### config.mk
export PLATFORM = sky130hd
export DESIGN_NAME = dwt97_analysis
export DESIGN_NICKNAME = d
export VERILOG_FILES = /design/src/rtl/dwt97_pkg.sv /design/src/rtl/dwt97_window.sv /design/src/rtl/dwt97_phase.sv /design/src/rtl/dwt97_combine.sv /design/src/rtl/dwt97_analysis.sv
export SDC_FILE = /design/constraint.sdc
export NUM_CORES = 1
export LEC_CHECK = 0
export BUFFER_PORTS_ARGS = -buffer_cell sky130_fd_sc_hd__buf_2
export CELL_PAD_IN_SITES_DETAIL_PLACEMENT = 0
export CELL_PAD_IN_SITES_GLOBAL_PLACEMENT = 1
export CORE_MARGIN = 3
export CORE_UTILIZATION = 50
export DETAILED_ROUTE_END_ITERATION = 8
export PLACE_DENSITY = 0.84
export RECOVER_POWER = 25
export SKIP_LAST_GASP = 1
export SYNTH_ARGS = -nofsm -noshare
export SYNTH_HDL_FRONTEND = slang
export SYNTH_SLANG_ARGS = --single-unit
### constraint.sdc
create_clock -name clk -period 10.79 [get_ports clk]
set_input_delay 0.5395 -clock clk [delete_from_list [all_inputs] [get_ports clk]]
set_output_delay 0.5395 -clock clk [all_outputs]
set_load 0.01 [all_outputs]
### src/rtl/dwt97_pkg.sv
`timescale 1ns/1ps
package dwt97_pkg;
  localparam int COEF_W    = 12;  // signed coefficient width (covers 285)
  localparam int WIN       = 9;   // span of the longer filter
  localparam int FLUSH_LEN = 3;   // mirrored pushes after the last sample
  localparam int FRAC_BITS = 8;   // coefficients are scaled by 2^FRAC_BITS

  // low-pass taps, centre outward
  localparam logic signed [COEF_W-1:0] LO_C0 = 12'sd154;
  localparam logic signed [COEF_W-1:0] LO_C1 = 12'sd68;
  localparam logic signed [COEF_W-1:0] LO_C2 = -12'sd20;
  localparam logic signed [COEF_W-1:0] LO_C3 = -12'sd4;
  localparam logic signed [COEF_W-1:0] LO_C4 = 12'sd7;
  // high-pass taps, centre outward
  localparam logic signed [COEF_W-1:0] HI_C0 = 12'sd285;
  localparam logic signed [COEF_W-1:0] HI_C1 = -12'sd151;
  localparam logic signed [COEF_W-1:0] HI_C2 = -12'sd15;
  localparam logic signed [COEF_W-1:0] HI_C3 = 12'sd23;
endpackage

### src/rtl/dwt97_window.sv
`timescale 1ns/1ps
// Sample history, end-of-line mirror flush and start-of-line mirror muxes.
// win[i] holds x[2n-4+i] for the output n announced by win_valid.
module dwt97_window
  import dwt97_pkg::*;
#(
  parameter int SW       = 8,
  parameter int MAX_LINE = 4096
) (
  input  logic                    clk,
  input  logic                    rst,
  input  logic                    in_valid,
  input  logic [SW-1:0]           in_sample,
  input  logic                    in_last,
  output logic                    win_valid,
  output logic [WIN-1:0][SW-1:0]  win
);
  localparam int IDX_W = $clog2(MAX_LINE + FLUSH_LEN) + 1;

  logic [WIN-1:0][SW-1:0] hist;      // hist[0] is the newest sample
  logic [IDX_W-1:0]       nxt_idx;   // index the next push will carry
  logic [IDX_W-1:0]       pos;       // index of hist[0]
  logic [1:0]             fstep;     // 0 idle, 1..FLUSH_LEN mirror push
  logic                   flush_act;
  logic                   push;
  logic [SW-1:0]          push_val;
  logic                   fire;

  assign flush_act = (fstep != 2'd0);
  assign push      = flush_act | in_valid;

  // mirrored sample for flush step m sits at hist[2m-1]
  always_comb begin
    case (fstep)
      2'd1:    push_val = hist[1];
      2'd2:    push_val = hist[3];
      2'd3:    push_val = hist[5];
      default: push_val = in_sample;
    endcase
  end

  always_ff @(posedge clk) begin
    if (push) hist <= {hist[WIN-2:0], push_val};
  end

  always_ff @(posedge clk) begin
    if (rst) begin
      nxt_idx <= '0;
      pos     <= '0;
      fstep   <= 2'd0;
      fire    <= 1'b0;
    end else begin
      fire <= 1'b0;
      if (push) begin
        pos     <= nxt_idx;
        nxt_idx <= nxt_idx + 1'b1;
        fire    <= !nxt_idx[0] && (nxt_idx >= IDX_W'(4));
      end
      if (flush_act) begin
        if (fstep == 2'(FLUSH_LEN)) begin
          fstep   <= 2'd0;
          nxt_idx <= '0;
        end else begin
          fstep <= fstep + 2'd1;
        end
      end else if (in_valid && in_last) begin
        fstep <= 2'd1;
      end
    end
  end

  // start-of-line mirror: a negative index -k reads x[k] from the history
  always_comb begin
    for (int i = 0; i < WIN; i++) win[i] = hist[WIN-1-i];
    if (pos == IDX_W'(4)) begin
      for (int i = 0; i < 4; i++) win[i] = hist[i];
    end
    if (pos == IDX_W'(6)) begin
      win[0] = hist[4];
      win[1] = hist[5];
    end
  end

  assign win_valid = fire;

  // source stays idle while the mirrored tail is pushed
  p_flush_quiet_r9: assert property (@(posedge clk) disable iff (rst)
    flush_act |-> !in_valid);
  // one output per two pushes, never on neighbouring cycles
  p_fire_apart_r6: assert property (@(posedge clk) disable iff (rst)
    fire |=> !fire);
  // outputs only start once x[4] is held, always on an even index
  p_fire_even_r6: assert property (@(posedge clk) disable iff (rst)
    fire |-> (!pos[0] && pos >= IDX_W'(4)));
endmodule

### src/rtl/dwt97_phase.sv
`timescale 1ns/1ps
// One symmetric polyphase sub-filter: folds tap pairs with a pre-adder,
// multiplies by constant coefficients and registers the sum.
// COEFS slot p weights taps p and K-1-p; for odd K the last slot is the centre.
module dwt97_phase #(
  parameter int SW    = 8,
  parameter int ACC_W = 20,
  parameter int CW    = 12,
  parameter int K     = 4,
  parameter logic [((K+1)/2)*CW-1:0] COEFS = '0
) (
  input  logic                    clk,
  input  logic                    rst,
  input  logic                    in_valid,
  input  logic [K-1:0][SW-1:0]    taps,
  output logic                    out_valid,
  output logic signed [ACC_W-1:0] sum
);
  localparam int HALF  = (K + 1) / 2;
  localparam int PAIRS = K / 2;

  logic [ACC_W-1:0] term [HALF];
  logic [ACC_W-1:0] acc;

  for (genvar p = 0; p < PAIRS; p++) begin : g_pair
    logic [SW:0]   pre;
    logic [CW-1:0] c;
    assign c    = COEFS[p*CW +: CW];
    assign pre  = {taps[p][SW-1], taps[p]} + {taps[K-1-p][SW-1], taps[K-1-p]};
    assign term[p] = {{(ACC_W-SW-1){pre[SW]}}, pre} * {{(ACC_W-CW){c[CW-1]}}, c};
  end

  if (K % 2 == 1) begin : g_centre
    logic [CW-1:0] c;
    assign c = COEFS[(HALF-1)*CW +: CW];
    assign term[HALF-1] = {{(ACC_W-SW){taps[PAIRS][SW-1]}}, taps[PAIRS]}
                        * {{(ACC_W-CW){c[CW-1]}}, c};
  end

  always_comb begin
    acc = '0;
    for (int h = 0; h < HALF; h++) acc = acc + term[h];
  end

  always_ff @(posedge clk) begin
    if (rst) out_valid <= 1'b0;
    else     out_valid <= in_valid;
  end

  always_ff @(posedge clk) begin
    sum <= $signed(acc);
  end
endmodule

### src/rtl/dwt97_combine.sv
`timescale 1ns/1ps
// Adds the even and odd phase sums of each band and removes the coefficient scale.
module dwt97_combine #(
  parameter int ACC_W = 20,
  parameter int OUT_W = 12,
  parameter int SHIFT = 8
) (
  input  logic                    clk,
  input  logic                    rst,
  input  logic                    in_valid,
  input  logic signed [ACC_W-1:0] lo_even,
  input  logic signed [ACC_W-1:0] lo_odd,
  input  logic signed [ACC_W-1:0] hi_even,
  input  logic signed [ACC_W-1:0] hi_odd,
  output logic                    out_valid,
  output logic [OUT_W-1:0]        out_low,
  output logic [OUT_W-1:0]        out_high
);
  logic signed [ACC_W-1:0] lo_scaled;
  logic signed [ACC_W-1:0] hi_scaled;

  assign lo_scaled = (lo_even + lo_odd) >>> SHIFT;
  assign hi_scaled = (hi_even + hi_odd) >>> SHIFT;

  always_ff @(posedge clk) begin
    if (rst) out_valid <= 1'b0;
    else     out_valid <= in_valid;
  end

  always_ff @(posedge clk) begin
    out_low  <= lo_scaled[OUT_W-1:0];
    out_high <= hi_scaled[OUT_W-1:0];
  end

  // scaled band sums must fit the output width
  p_no_overflow_r10: assert property (@(posedge clk) disable iff (rst)
    in_valid |-> (((&lo_scaled[ACC_W-1:OUT_W-1]) || !(|lo_scaled[ACC_W-1:OUT_W-1])) &&
                  ((&hi_scaled[ACC_W-1:OUT_W-1]) || !(|hi_scaled[ACC_W-1:OUT_W-1]))));
  // output pairs are never back to back
  p_pair_gap_r6: assert property (@(posedge clk) disable iff (rst)
    out_valid |=> !out_valid);
endmodule

### src/rtl/dwt97_analysis.sv
`timescale 1ns/1ps
module dwt97_analysis
  import dwt97_pkg::*;
#(
  parameter int SAMPLE_W = 8,
  parameter int OUT_W    = 12,
  parameter int ACC_W    = 20,
  parameter int MAX_LINE = 4096
) (
  input  logic                clk,
  input  logic                rst,
  input  logic                in_valid,
  input  logic [SAMPLE_W-1:0] in_sample,
  input  logic                in_last,
  output logic                out_valid,
  output logic [OUT_W-1:0]    out_low,
  output logic [OUT_W-1:0]    out_high
);
  localparam int SW = SAMPLE_W;

  logic                   win_valid;
  logic [WIN-1:0][SW-1:0] win;

  logic                    v_le, v_lo, v_he, v_ho;
  logic signed [ACC_W-1:0] s_le, s_lo, s_he, s_ho;

  dwt97_window #(.SW(SW), .MAX_LINE(MAX_LINE)) u_window (
    .clk(clk), .rst(rst),
    .in_valid(in_valid), .in_sample(in_sample), .in_last(in_last),
    .win_valid(win_valid), .win(win)
  );

  // low band, even samples: x[2n-4], x[2n-2], x[2n], x[2n+2], x[2n+4]
  dwt97_phase #(.SW(SW), .ACC_W(ACC_W), .CW(COEF_W), .K(5),
                .COEFS({LO_C0, LO_C2, LO_C4})) u_lo_even (
    .clk(clk), .rst(rst), .in_valid(win_valid),
    .taps({win[8], win[6], win[4], win[2], win[0]}),
    .out_valid(v_le), .sum(s_le)
  );
  // low band, odd samples: x[2n-3], x[2n-1], x[2n+1], x[2n+3]
  dwt97_phase #(.SW(SW), .ACC_W(ACC_W), .CW(COEF_W), .K(4),
                .COEFS({LO_C1, LO_C3})) u_lo_odd (
    .clk(clk), .rst(rst), .in_valid(win_valid),
    .taps({win[7], win[5], win[3], win[1]}),
    .out_valid(v_lo), .sum(s_lo)
  );
  // high band, even samples: x[2n-2], x[2n], x[2n+2], x[2n+4]
  dwt97_phase #(.SW(SW), .ACC_W(ACC_W), .CW(COEF_W), .K(4),
                .COEFS({HI_C1, HI_C3})) u_hi_even (
    .clk(clk), .rst(rst), .in_valid(win_valid),
    .taps({win[8], win[6], win[4], win[2]}),
    .out_valid(v_he), .sum(s_he)
  );
  // high band, odd samples: x[2n-1], x[2n+1], x[2n+3]
  dwt97_phase #(.SW(SW), .ACC_W(ACC_W), .CW(COEF_W), .K(3),
                .COEFS({HI_C0, HI_C2})) u_hi_odd (
    .clk(clk), .rst(rst), .in_valid(win_valid),
    .taps({win[7], win[5], win[3]}),
    .out_valid(v_ho), .sum(s_ho)
  );

  dwt97_combine #(.ACC_W(ACC_W), .OUT_W(OUT_W), .SHIFT(FRAC_BITS)) u_combine (
    .clk(clk), .rst(rst),
    .in_valid(v_le & v_lo & v_he & v_ho),
    .lo_even(s_le), .lo_odd(s_lo), .hi_even(s_he), .hi_odd(s_ho),
    .out_valid(out_valid), .out_low(out_low), .out_high(out_high)
  );

  // reset leaves no pair pending
  p_reset_quiet_r1: assert property (@(posedge clk) rst |=> !out_valid);
endmodule

==> reports/qor.yml <==
synthesis:
  synth-seq-area-share_pct: 19.50
  syn-instance-count: 2631
  postSynth.asyncResetShare_pct: 0
  synth_area_leaders: "ha_1 (25%), fa_1 (17%), dfxtp_1 (11%)"
  syn_nets: 3344
  synthTopCellsByCount: "inv_1 (551), ha_1 (488), fa_1 (213), xnor2_1 (180), nor2_1 (145)"
  post_synth_top_area_share_pct: 24.67
  synthDominantAreaCellType: "ha_1"
  synth_top_family_by_area: "adder cells"
  yosys.area_share.adder_pct: 41.90
  post_synth.cell_area_avg_um2: 9.406
  ys_seq_elements: 205
  share_of_the_synthesized_area_in_compound_gates_ao_oa_aoi_oai_pct: 11.06
  multiplexer_share_of_the_synthesized_area_pct: 1.729
  synth.yosys.warnings: 0
  post-synth-top-count-cell: "inv_1"
  yosys.area_share.simple_pct: 8.201
  synth_flop_cell: "dfxtp_1"
  netlist-cell-type-count: 76
  synth_enable_flop_cells: 72
  netlist_area_mm2: 0.02475
  post_synth_xor_area_fraction_pct: 8.908
critical_path:
  ff2ff_setup_slack_ns: 0.99
  crit_slowest_cell: "fa_1"
  path_class: "reg -> reg"
  critical-path-top-delay-family: "adder cells"
  worst_ep_arrival_time_ns: 10.22
  timing.critical_path.to_type: "flip-flop"
  worst_path_largest_cell_delay_ns: 0.61
  cpMostUsedCell: "fa_1"
  cp_data_required_time_ns: 11.21
  startpoint_type: "flip-flop"
  crit_buf_inv: 5
  crit_path_max_fanout: 5
die:
  floorplan.die.width_um: 228.5
  die_y_um: 228.5
  initial_core_util_pct: 51.19
  std_cell_rows: 80
  design.portCount: 37
  total_core_area_mm2: 0.04835
  floorplan.die_area_mm2: 0.05220
route:
  post_route_drc: 0
  totalWireLength_mm: 51.76
  vias: 17313
  drt_iter0_drc: 843
  post_drt_wl_per_cell_um: 15.44
  avgViaCountPerCell: 5.163
  ant_nets: 0
  first_pass_iters: 6
placement:
  gp_congestion: 0.9133
  port_buffers: 36
  dp_hpwl_mm: 43.80
  placed_cells: 3307
hold_path:
  worst_hold_path_type: "in -> reg"
sta:
  total_negative_slack_for_setup_checks_ns: 0
  final-max-slew-violation-count: 0
  hold_ws_ns: 0.3273
  max_freq_ghz: 0.1021
  count_of_endpoints_failing_hold_in_the_final_timing_report: 0
  setup-violations-final: 0
  timing.final.crit_share_pct: 90.79
  slew_headroom_pct: 31.27
  finalCriticalPeriod_ns: 9.797
  setup_repair_after_global_routing_missed_its_margin: "false"
  worst_clock_skew_ns: 0.01202
  worst_slew_pin_slew_ns: 1.027
grt:
  grt_start_max_net_pins: 80
  groute.usage.overall_pct: 20.03
  antenna_violations_before_repair: 0
  grt-ovfl-total: 0
  grt_pass1_vias: 17903
  wire_length_of_the_first_global_routing_pass_mm: 87.13
clock_tree:
  number_of_clock_sinks: 205
  post_cts_resized: 0
  cts_inserted_buffers: 25
  clock_transition_at_the_registers_of_the_reported_paths_ns: 0.06
  worst_skew_pair_later_pin_latency_ns: 0.55
  hold_buffer_count_at_cts: 0
  ctsLongestPathBuffers: 3
  cts_tree: "done"
  cts_root_cell: "clkbuf_16"
  post_cts_buffers: 0
  htree_num_levels: 1
final_layout:
  final_net_count: 3391
  drive_gt1_share_pct: 4.709
  layout.cells.non_filler: 3353
  n_fill_cell: 4323
  flow.area_growth_from_synthesis_pct: 7.351
  insertedDiodeCount: 0
outcome:
  run_status: "complete, no violations"
flow_run:
  cap_violations: 0
registers in the layout, summed over array words and instances, names as in the netlist:
| name | count |
|---|---|
| u_window.win | 40 |
| u_window.hist | 32 |
| u_hi_even.sum | 20 |
| u_hi_odd.sum | 20 |
| u_lo_even.sum | 18 |
| u_lo_odd.sum | 18 |
| u_window.nxt_idx | 14 |
| u_window.pos | 14 |
| u_combine.out_high | 12 |
| u_combine.out_low | 12 |
| u_window.fstep | 2 |
| u_combine.out_valid | 1 |
| u_hi_even.out_valid | 1 |
| u_window.win_valid | 1 |
area by class of cell:
class                           count  area (um2)  share of cell area (%)
Multi-Input combinational cell   1853       17770                   66.89
Sequential cell                   205        4825                   18.16
Inverter                          553        2076                   7.813
Tap cell                          656       820.8                   3.090
Clock buffer                       31       688.2                   2.590
Timing Repair Buffer               40       201.4                  0.7583
Clock inverter                     15       186.4                  0.7017
routing by layer:
metal / wire length, um / vias to the layer above / GRT usage, % / part of all wire (%)
met5: 0 / - / 0 / 0
met4: 738 / 0 / 3.493 / 1.4
met3: 1971 / 46 / 1.982 / 3.8
met2: 24340 / 259 / 34.34 / 47
met1: 24710 / 8272 / 27.87 / 48
li1: - / 8736 / - / -
final timing paths:
check,from,endpoint,depth (start not counted)
worst min register to register,u_window.win_valid,u_hi_even.out_valid,1
worst max register to register,u_window.pos[10],u_lo_even.sum[19],33
worst max-delay path,u_window.pos[10],u_lo_even.sum[19],33
worst min-delay path,in_sample[5],u_window.win[69],3
worst min-delay path: stages:
cell and delay (ns):
buf_2 0.08, nor2_1 0.03, a21oi_1 0.10
through the flow:
stage / worst slack (ns) / instance area, um2 / utilization, %
floorplan: 1.514 / 24750 / -
global placement: 1.292 / 25700 / 53.16
detailed placement: 0.9865 / 25700 / 53.16
CTS: 0.9610 / 26580 / 54.97
global route: 0.3297 / 26570 / 54.95
finish: 0.9933 / 26570 / 54.95
layout by cell type, fill, tap and decap left out, types with 41 or more instances in the layout:
cell type,synthesis,layout
nand2_1,119,119
o21ai_0,89,89
fa_1,213,213
inv_1,551,550
xnor2_1,180,180
xor2_1,57,57
dfxtp_1,133,133
nor2_1,145,145
edfxtp_1,72,72
nor3_1,41,41
a21oi_1,143,143
ha_1,488,488
cells by family (layout without fill, tap and decap cells):
family / after synthesis / in the layout
flip-flops: 205 / 205
adder cells (fa/ha/maj): 701 / 701
XOR/XNOR: 244 / 244
AO/OA/AOI/OAI: 430 / 430
multiplexers: 40 / 40
buffers and inverters: 573 / 639
AND/OR/NAND/NOR: 438 / 438
Power is not shown: default switching activity piles up to over one toggle a cycle in this logic, so the estimate is an artifact.
